### src/rtl/fp_pkg.sv
package fp_pkg;

   typedef enum logic [1:0] {
      CTR_SNT = 2'b00,
      CTR_WNT = 2'b01,
      CTR_WT  = 2'b10,
      CTR_ST  = 2'b11
   } ctr_e;

   function automatic ctr_e ctr_step(input ctr_e cur, input logic taken);
      ctr_e nxt;
      nxt = cur;
      if (taken && cur != CTR_ST)
         nxt = ctr_e'(cur + 2'b01);
      else if (!taken && cur != CTR_SNT)
         nxt = ctr_e'(cur - 2'b01);
      return nxt;
   endfunction

endpackage

### src/rtl/fp_dir_table.sv
module fp_dir_table
   import fp_pkg::*;
#(
   parameter int PC_W  = 32,
   parameter int IDX_W = 6
) (
   input  logic            clk,
   input  logic            rst_n,
   input  logic [PC_W-1:0] rd_pc,
   output logic            rd_taken,
   input  logic            upd_en,
   input  logic [PC_W-1:0] upd_pc,
   input  logic            upd_taken
);
   localparam int DEPTH = 1 << IDX_W;

   ctr_e             tbl [DEPTH];
   logic [IDX_W-1:0] ridx;
   logic [IDX_W-1:0] uidx;

   assign ridx     = rd_pc[2 +: IDX_W];
   assign uidx     = upd_pc[2 +: IDX_W];
   assign rd_taken = tbl[ridx][1];

   always_ff @(posedge clk) begin
      if (!rst_n) begin
         for (int i = 0; i < DEPTH; i++) tbl[i] <= CTR_WNT;
      end else if (upd_en) begin
         tbl[uidx] <= ctr_step(tbl[uidx], upd_taken);
      end
   end

   // counters saturate at both ends
   a_r3_sat_high: assert property (@(posedge clk) disable iff (!rst_n)
      (upd_en && upd_taken && tbl[uidx] == CTR_ST) |=> tbl[$past(uidx)] == CTR_ST);
   a_r3_sat_low: assert property (@(posedge clk) disable iff (!rst_n)
      (upd_en && !upd_taken && tbl[uidx] == CTR_SNT) |=> tbl[$past(uidx)] == CTR_SNT);
   // a strong taken counter survives one not-taken outcome
   a_r3_hysteresis: assert property (@(posedge clk) disable iff (!rst_n)
      (upd_en && !upd_taken && tbl[uidx] == CTR_ST) |=> tbl[$past(uidx)] == CTR_WT);

endmodule

### src/rtl/fp_target_cache.sv
module fp_target_cache #(
   parameter int PC_W  = 32,
   parameter int IDX_W = 4
) (
   input  logic            clk,
   input  logic            rst_n,
   input  logic [PC_W-1:0] rd_pc,
   output logic            rd_hit,
   output logic [PC_W-1:0] rd_target,
   input  logic            wr_en,
   input  logic [PC_W-1:0] wr_pc,
   input  logic [PC_W-1:0] wr_target
);
   localparam int DEPTH = 1 << IDX_W;
   localparam int TAG_W = PC_W - 2 - IDX_W;

   logic [DEPTH-1:0] vld;
   logic [TAG_W-1:0] tag_mem [DEPTH];
   logic [PC_W-1:0]  tgt_mem [DEPTH];

   logic [IDX_W-1:0] ridx;
   logic [IDX_W-1:0] widx;

   assign ridx      = rd_pc[2 +: IDX_W];
   assign widx      = wr_pc[2 +: IDX_W];
   assign rd_hit    = vld[ridx] && (tag_mem[ridx] == rd_pc[PC_W-1 -: TAG_W]);
   assign rd_target = tgt_mem[ridx];

   always_ff @(posedge clk) begin
      if (!rst_n) begin
         vld <= '0;
      end else if (wr_en) begin
         vld[widx] <= 1'b1;
      end
   end

   always_ff @(posedge clk) begin
      if (wr_en) begin
         tag_mem[widx] <= wr_pc[PC_W-1 -: TAG_W];
         tgt_mem[widx] <= wr_target;
      end
   end

   // a written entry is valid and holds the written target
   a_r4_valid_after_write: assert property (@(posedge clk) disable iff (!rst_n)
      wr_en |=> vld[$past(widx)]);
   a_r4_target_stored: assert property (@(posedge clk) disable iff (!rst_n)
      wr_en |=> tgt_mem[$past(widx)] == $past(wr_target));
   // nothing hits before any write after reset
   a_r1_cold_miss: assert property (@(posedge clk)
      $past(!rst_n) && !$past(wr_en) |-> vld == '0);

endmodule

### src/rtl/fp_mispredict.sv
module fp_mispredict #(
   parameter int PC_W = 32
) (
   input  logic            clk,
   input  logic            rst_n,
   input  logic            res_valid,
   input  logic [PC_W-1:0] res_pc,
   input  logic            res_taken,
   input  logic [PC_W-1:0] res_target,
   input  logic            res_pred_taken,
   input  logic [PC_W-1:0] res_pred_target,
   output logic            flush,
   output logic [PC_W-1:0] redirect_pc
);
   logic dir_wrong;
   logic tgt_wrong;
   logic [PC_W-1:0] fix_pc;

   assign dir_wrong = res_pred_taken != res_taken;
   assign tgt_wrong = res_taken && (res_pred_target != res_target);
   assign fix_pc    = res_taken ? res_target : res_pc + PC_W'(4);

   always_ff @(posedge clk) begin
      if (!rst_n) begin
         flush       <= 1'b0;
         redirect_pc <= '0;
      end else begin
         flush       <= res_valid && (dir_wrong || tgt_wrong);
         redirect_pc <= fix_pc;
      end
   end

   // no flush without a resolve one cycle earlier
   a_r7_quiet: assert property (@(posedge clk) disable iff (!rst_n)
      !res_valid |=> !flush);
   // redirect destination for taken and not-taken flushes
   a_r6_taken_redirect: assert property (@(posedge clk) disable iff (!rst_n)
      (res_valid && res_taken) |=> (!flush || redirect_pc == $past(res_target)));
   a_r6_fall_redirect: assert property (@(posedge clk) disable iff (!rst_n)
      (res_valid && !res_taken) |=> (!flush || redirect_pc == $past(res_pc) + PC_W'(4)));
   // a correct prediction never flushes
   a_r5_correct_no_flush: assert property (@(posedge clk) disable iff (!rst_n)
      (res_valid && res_taken == res_pred_taken && (!res_taken || res_target == res_pred_target))
      |=> !flush);

endmodule

### src/rtl/fetch_predictor.sv
module fetch_predictor
   import fp_pkg::*;
#(
   parameter int PC_W      = 32,
   parameter int DIR_IDX_W = 6,
   parameter int TGT_IDX_W = 4
) (
   input  logic            clk,
   input  logic            rst_n,
   input  logic [PC_W-1:0] fetch_pc_i,
   output logic            pred_taken_o,
   output logic [PC_W-1:0] pred_next_pc_o,
   input  logic            res_valid_i,
   input  logic [PC_W-1:0] res_pc_i,
   input  logic            res_taken_i,
   input  logic [PC_W-1:0] res_target_i,
   input  logic            res_pred_taken_i,
   input  logic [PC_W-1:0] res_pred_target_i,
   output logic            flush_o,
   output logic [PC_W-1:0] redirect_pc_o
);
   localparam int MAX_IDX = PC_W - 3;

   generate
      if (DIR_IDX_W < 1 || DIR_IDX_W > 12)
         $error("fetch_predictor: DIR_IDX_W out of range");
      if (TGT_IDX_W < 1 || TGT_IDX_W > MAX_IDX || TGT_IDX_W > 10)
         $error("fetch_predictor: TGT_IDX_W out of range");
      if (PC_W < 8)
         $error("fetch_predictor: PC_W too small");
   endgenerate

   logic            dir_taken;
   logic            tgt_hit;
   logic [PC_W-1:0] tgt_addr;

   fp_dir_table #(.PC_W(PC_W), .IDX_W(DIR_IDX_W)) u_dir (
      .clk       (clk),
      .rst_n     (rst_n),
      .rd_pc     (fetch_pc_i),
      .rd_taken  (dir_taken),
      .upd_en    (res_valid_i),
      .upd_pc    (res_pc_i),
      .upd_taken (res_taken_i)
   );

   fp_target_cache #(.PC_W(PC_W), .IDX_W(TGT_IDX_W)) u_tgt (
      .clk       (clk),
      .rst_n     (rst_n),
      .rd_pc     (fetch_pc_i),
      .rd_hit    (tgt_hit),
      .rd_target (tgt_addr),
      .wr_en     (res_valid_i && res_taken_i),
      .wr_pc     (res_pc_i),
      .wr_target (res_target_i)
   );

   fp_mispredict #(.PC_W(PC_W)) u_mis (
      .clk             (clk),
      .rst_n           (rst_n),
      .res_valid       (res_valid_i),
      .res_pc          (res_pc_i),
      .res_taken       (res_taken_i),
      .res_target      (res_target_i),
      .res_pred_taken  (res_pred_taken_i),
      .res_pred_target (res_pred_target_i),
      .flush           (flush_o),
      .redirect_pc     (redirect_pc_o)
   );

   assign pred_taken_o   = tgt_hit && dir_taken;
   assign pred_next_pc_o = pred_taken_o ? tgt_addr : fetch_pc_i + PC_W'(4);

   // a taken prediction needs a target hit
   a_r2_taken_needs_hit: assert property (@(posedge clk) disable iff (!rst_n)
      pred_taken_o |-> tgt_hit);
   // a miss in the target cache falls through
   a_r2_miss_falls_through: assert property (@(posedge clk) disable iff (!rst_n)
      !tgt_hit |-> pred_next_pc_o == fetch_pc_i + PC_W'(4));

endmodule

### config.mk
export PLATFORM = sky130hd
export DESIGN_NAME = fetch_predictor
export DESIGN_NICKNAME = d
export VERILOG_FILES = /design/src/rtl/fp_pkg.sv /design/src/rtl/fp_dir_table.sv /design/src/rtl/fp_target_cache.sv /design/src/rtl/fp_mispredict.sv /design/src/rtl/fetch_predictor.sv
export SDC_FILE = /design/constraint.sdc
export NUM_CORES = 1
export LEC_CHECK = 0
export CAP_MARGIN = 20
export CELL_PAD_IN_SITES_DETAIL_PLACEMENT = 2
export CELL_PAD_IN_SITES_GLOBAL_PLACEMENT = 2
export CORE_ASPECT_RATIO = 1.4
export CORE_UTILIZATION = 42
export DETAILED_ROUTE_END_ITERATION = 8
export PLACE_DENSITY_LB_ADDON = 0.25
export RECOVER_POWER = 25
export SLEW_MARGIN = 20
export SYNTH_ARGS = -nofsm -noshare
export SYNTH_HDL_FRONTEND = slang
export SYNTH_SLANG_ARGS = --single-unit
### constraint.sdc
create_clock -name clk -period 7.05 [get_ports clk]
set_input_delay 1.41 -clock clk [delete_from_list [all_inputs] [get_ports clk]]
set_output_delay 1.41 -clock clk [all_outputs]
set_load 0.02 [all_outputs]
==> results, run 1 <==
- The analysis attributes to cell leakage a power of 17.0 nW.
- The die extent in x is 282 µm.
- The post-detailed-route wirelength per cell is 36.3 µm.
- The top cell types in the final layout, fill and taps aside, are sky130_fd_sc_hd__edfxtp_1 (1056), sky130_fd_sc_hd__mux4_2 (286), sky130_fd_sc_hd__clkdlybuf4s50_1 (148).
- The number of enable flip-flop cells after synthesis is 1056.
- The clock sink count is 1105.
- The number of placed I/O pins is 199.
- The start point of the critical path is fetch_pc_i[4].
- For the worst-skew pair, the clock arrives at the later sink with an insertion delay of 0.73 ns.
- Entering global routing, the biggest net connects 73 pins.
- In the global route stage, overall resource usage came out at 0.282.
- The classification of the worst setup path is input port to output pin.
- For this block, the initial DRC count from the detailed router was 2559.
- For this run, the number of Yosys warnings is 0.
- The actual slew at the worst max-slew pin is 1.19 ns.
- The leading cell type in the layout, fill and taps excluded is sky130_fd_sc_hd__edfxtp_1.
- The post-route clock skew is 0.0327 ns.
- After floorplanning, the core was divided into 143 placement rows.
- The number of remaining DRC errors is 0.
- The flow ran to the end, and the final reports show no timing, DRC or antenna violations.
- The startpoint of the worst register-to-register path is u_dir.tbl[27][0].
- The top flip-flop cell by instance count after synthesis is sky130_fd_sc_hd__edfxtp_1.
- In this run the remaining antenna-violating nets after routing total 0.
- The HPWL after detailed placement is 96.3 mm.
- Before CTS, the worst setup slack after placement is -0.0210 ns.
- After clock tree synthesis, the flow added hold-fix buffers numbering 0.
- Across all register-to-register paths, the minimum setup slack is 2.98 ns.
- Summed over all layers, the global routing overflow is 0.
- The die footprint is 111000 µm².
- The fraction of final layout cells with drive strength greater than 1 is 0.227.
- The startpoint identified for the worst hold timing path is u_tgt.vld[6].
- The worst pin sits at a relative slew slack of 0.205.
- In this design, the largest share of critical-path delay is due to buffers and inverters.
- The effective utilization at floorplan is 0.424.
- The category of the worst setup path capture point is an output pin.
- After detailed placement, the design holds a cell count of 4081.
- The cell area that synthesis handed to floorplanning was 46100 µm².
- The number of distinct library cell variants in the gate-level netlist after synthesis is 66.
- The final setup slack of the worst path is 0.0736 ns.
- In this run the deepest clock path goes through 3 buffers.
- Synthesis produced a netlist with a net count of 2623.
- The class of the worst hold path is flop to flop.
- Once placement finished, the instance area stood at 50300 µm².
- TritonCTS built the clock tree.
- The total of max-cap violations is 0.
- The total clock buffers created by CTS is 107.
- Measured along the y axis, the die boundary spans 394 µm.
- The tree is rooted in a sky130_fd_sc_hd__clkbuf_16.
- The final non-filler cell total is 4297.
- The maximum vdd ir drop is 0.221 mV.
- The via count of the first global-routing pass is 28456.
- The kind of launch point of the worst setup path is an input port.
- The final-stage net count is 2880.
- The post-CTS clock slew at the launch and capture registers of the worst setup and hold paths is 0.06 ns.
- The count of input and output buffers is 198.
- At the worst endpoint, the required time is 5.64 ns.
- The synthesized design contains 1105 register bits.
- The filler cell count in the final layout is 9772.
- The destination of the worst register-to-register timing path is u_dir.tbl[48][0].
- Setup violations remaining at the end of the flow were counted as 0.
- Traced cell by cell, the critical path runs through buf_8 -> buf_4 -> mux2i_1 -> a22oi_1 -> a21oi_1 -> a31oi_1 -> o2111ai_1 -> or4_4 -> nor4_4 -> buf_12 -> mux2_2 -> clkdlybuf4s50_1.
- The via count is 26276.
- The instance count along the most critical hold path is 1.
- Together, buffers and inverters on the worst path number 4.
- The power per cell area is 269 nW/µm².
- The cell with the largest stage delay on the worst path is sky130_fd_sc_hd__or4_4.
- The worst hold endpoint is u_tgt.vld[6].
- The detailed-router iteration count before antenna repair is 5.
- The first global-routing pass estimated 219 mm of wire.
- The number of standard cells after synthesis is 2483.
- Dividing the detail-routed via count by the number of cells gives 6.11.
- The average instance area after synthesis is 18.6 µm².
- The post-synthesis to final-layout area growth is 16.7%.
- The post-route standard cell area excluding fillers is 53900 µm².
- The final max-slew violation count is 0.
- The clock tree synthesis step divided the H-tree into 3 levels.
- Static timing analysis puts the maximum clock frequency at 0.143 GHz.
- The largest fanout of any net on the critical path is 42.
- At the end of routability-driven placement, the weighted congestion stood at 0.818.
- The final wirelength is 156 mm.
- The part of the cycle the worst path needs is 0.990.
- For the finished layout, the period the worst path requires is 6.98 ns.
- The largest stage delay on the critical path is 0.59 ns.
- Counting flops with an async set or reset pin after synthesis yields a share of 0.
- At the worst endpoint, the arrival time is 5.57 ns.
- Of the synthesized area, sequential elements account for 0.708.
- The core region is 109000 µm².
- The number of failing hold endpoints at the final stage was 0.
- The initial antenna violation count is 21.
- For the worst flop-to-flop path, the logic depth is 11.
==> through the flow <==
step           hold slack, ns  TNS [ns]  power (mW)   util
2_1_floorplan           0.435         0        8.07      -
3_3_place_gp            0.442         0        8.62  0.462
3_5_place_dp            0.453   -0.0473        8.68  0.462
4_1_cts                 0.475         0        14.6  0.495
5_1_grt                 0.501    -0.469        14.8  0.495
6_report                0.476         0        14.5  0.495
==> routing by layer <==
layer	vias to the layer above	GRT usage	wire (µm)
met2	1128	0.492	80700
met3	279	0.0401	9630
li1	10523	-	-
met4	10	0.113	6630
met5	-	0	66
met1	14336	0.351	58800
==> how the worst max path moves through the flow <==
stage	end	slack (ns)	cells after the start
2_1_floorplan	u_tgt.tag_mem[0][0]	0.31	6
3_3_place_gp	pred_next_pc_o[0]	0.08	12
3_5_place_dp	pred_next_pc_o[1]	-0.02	11
4_1_cts	pred_next_pc_o[0]	0.005	11
5_1_grt	pred_next_pc_o[0]	-0.06	12
6_report	pred_next_pc_o[1]	0.07	12
==> final cells by class <==
cell class / count / area (µm²) / share of cell area
flip-flops and latches: 1105 / 32700 / 0.607
multi-input cells: 1193 / 12700 / 0.236
repair buffers: 322 / 3030 / 0.0562
clock buffers: 141 / 2940 / 0.0545
well taps: 1450 / 1810 / 0.0337
clock inverters: 61 / 639 / 0.0119
inverters: 11 / 42.5 / 0.000790
diodes: 14 / 35.0 / 0.000650
==> flip-flops by register name, indices dropped and copies added, names as in the netlist <==
register and count:
u_mis.flush 1, u_tgt.vld 16, u_tgt.tgt_mem 512, u_tgt.tag_mem 416, u_mis.redirect_pc 32, u_dir.tbl 128
==> cells in the mapped netlist (7+ instances only) <==
master	instances	area [µm²]
sky130_fd_sc_hd__a21oi_1	16	80.1
sky130_fd_sc_hd__a221oi_1	18	158
sky130_fd_sc_hd__a22o_1	8	70.1
sky130_fd_sc_hd__a22oi_1	9	67.6
sky130_fd_sc_hd__and2_1	28	175
sky130_fd_sc_hd__and3_1	12	75.1
sky130_fd_sc_hd__buf_1	13	48.8
sky130_fd_sc_hd__buf_2	32	160
sky130_fd_sc_hd__buf_4	15	113
sky130_fd_sc_hd__buf_6	8	90.1
sky130_fd_sc_hd__clkbuf_1	103	387
sky130_fd_sc_hd__dfxtp_1	49	981
sky130_fd_sc_hd__edfxtp_1	1056	31700
sky130_fd_sc_hd__ha_1	7	87.6
sky130_fd_sc_hd__inv_1	9	33.8
sky130_fd_sc_hd__mux2_2	17	191
sky130_fd_sc_hd__mux2_4	28	420
sky130_fd_sc_hd__mux2i_1	58	581
sky130_fd_sc_hd__mux4_1	10	263
sky130_fd_sc_hd__mux4_2	286	6440
sky130_fd_sc_hd__nand2_1	126	473
sky130_fd_sc_hd__nand2b_1	8	50.1
sky130_fd_sc_hd__nand3_1	36	180
sky130_fd_sc_hd__nand4_1	24	150
sky130_fd_sc_hd__nor2_1	108	405
sky130_fd_sc_hd__nor2b_1	20	125
sky130_fd_sc_hd__nor3_1	84	420
sky130_fd_sc_hd__nor4_1	12	75.1
sky130_fd_sc_hd__o21a_1	16	120
sky130_fd_sc_hd__o21ai_0	92	460
sky130_fd_sc_hd__o22ai_1	7	43.8
sky130_fd_sc_hd__xnor2_1	51	447
sky130_fd_sc_hd__xor2_1	66	578
==> worst reg2reg max path: cells and delay by family, from the launching register on <==
family,cells,cell delay [ns]
compound gates,1,0.11
xor+xnor,1,0.86
fa+ha+maj,1,0.21
buf+inv,2,0.57
flops,1,0.39
mux,3,0.86
simple gates,3,0.81
==> power by group <==
group	internal, mW	leakage (nW)	switching (mW)
Clock	3.31	1.75	2.64
Combinational	0.467	5.32	0.751
Sequential	7.28	9.91	0.0391
Total	11.1	17.0	3.43
==> cells by family (layout without fill, tap and decap cells) <==
family                   count (synthesis)  after routing  synth area share
buffers and inverters                  185            535            0.0194
AND/OR/NAND/NOR                        474            474            0.0493
other                                    0             14                 0
multiplexers                           399            399             0.171
adder cells (fa/ha/maj)                  7              7           0.00190
XOR/XNOR                               118            118            0.0226
AO/OA/AOI/OAI                          195            195            0.0274
flip-flops                            1105           1105             0.708
==> timing repair <==
action / CTS / global route
setup endpoints to repair: 14 / 32
setup buffers: 0 / 0
pin swaps: 0 / 0
resized for setup: 1 / 3
Note: power is estimated with default switching activity, not from simulation.
==> run 2, diff against run 1 <==
--- a/config.mk
+++ b/config.mk
@@ -17,3 +17,4 @@
 export SYNTH_ARGS = -nofsm -noshare
 export SYNTH_HDL_FRONTEND = slang
 export SYNTH_SLANG_ARGS = --single-unit
+export TNS_END_PERCENT = 1
==> results of run 2 <==
The final DEF is identical to that of run 1; final timing and power are the same.
==> run 3, diff against run 2 <==
--- a/config.mk
+++ b/config.mk
@@ -5,6 +5,7 @@
 export SDC_FILE = /design/constraint.sdc
 export NUM_CORES = 1
 export LEC_CHECK = 0
+export ABC_CLOCK_PERIOD_IN_PS = 7050
 export CAP_MARGIN = 20
 export CELL_PAD_IN_SITES_DETAIL_PLACEMENT = 2
 export CELL_PAD_IN_SITES_GLOBAL_PLACEMENT = 2
==> results of run 3 <==
The final DEF is identical to that of run 1; final timing and power are the same.
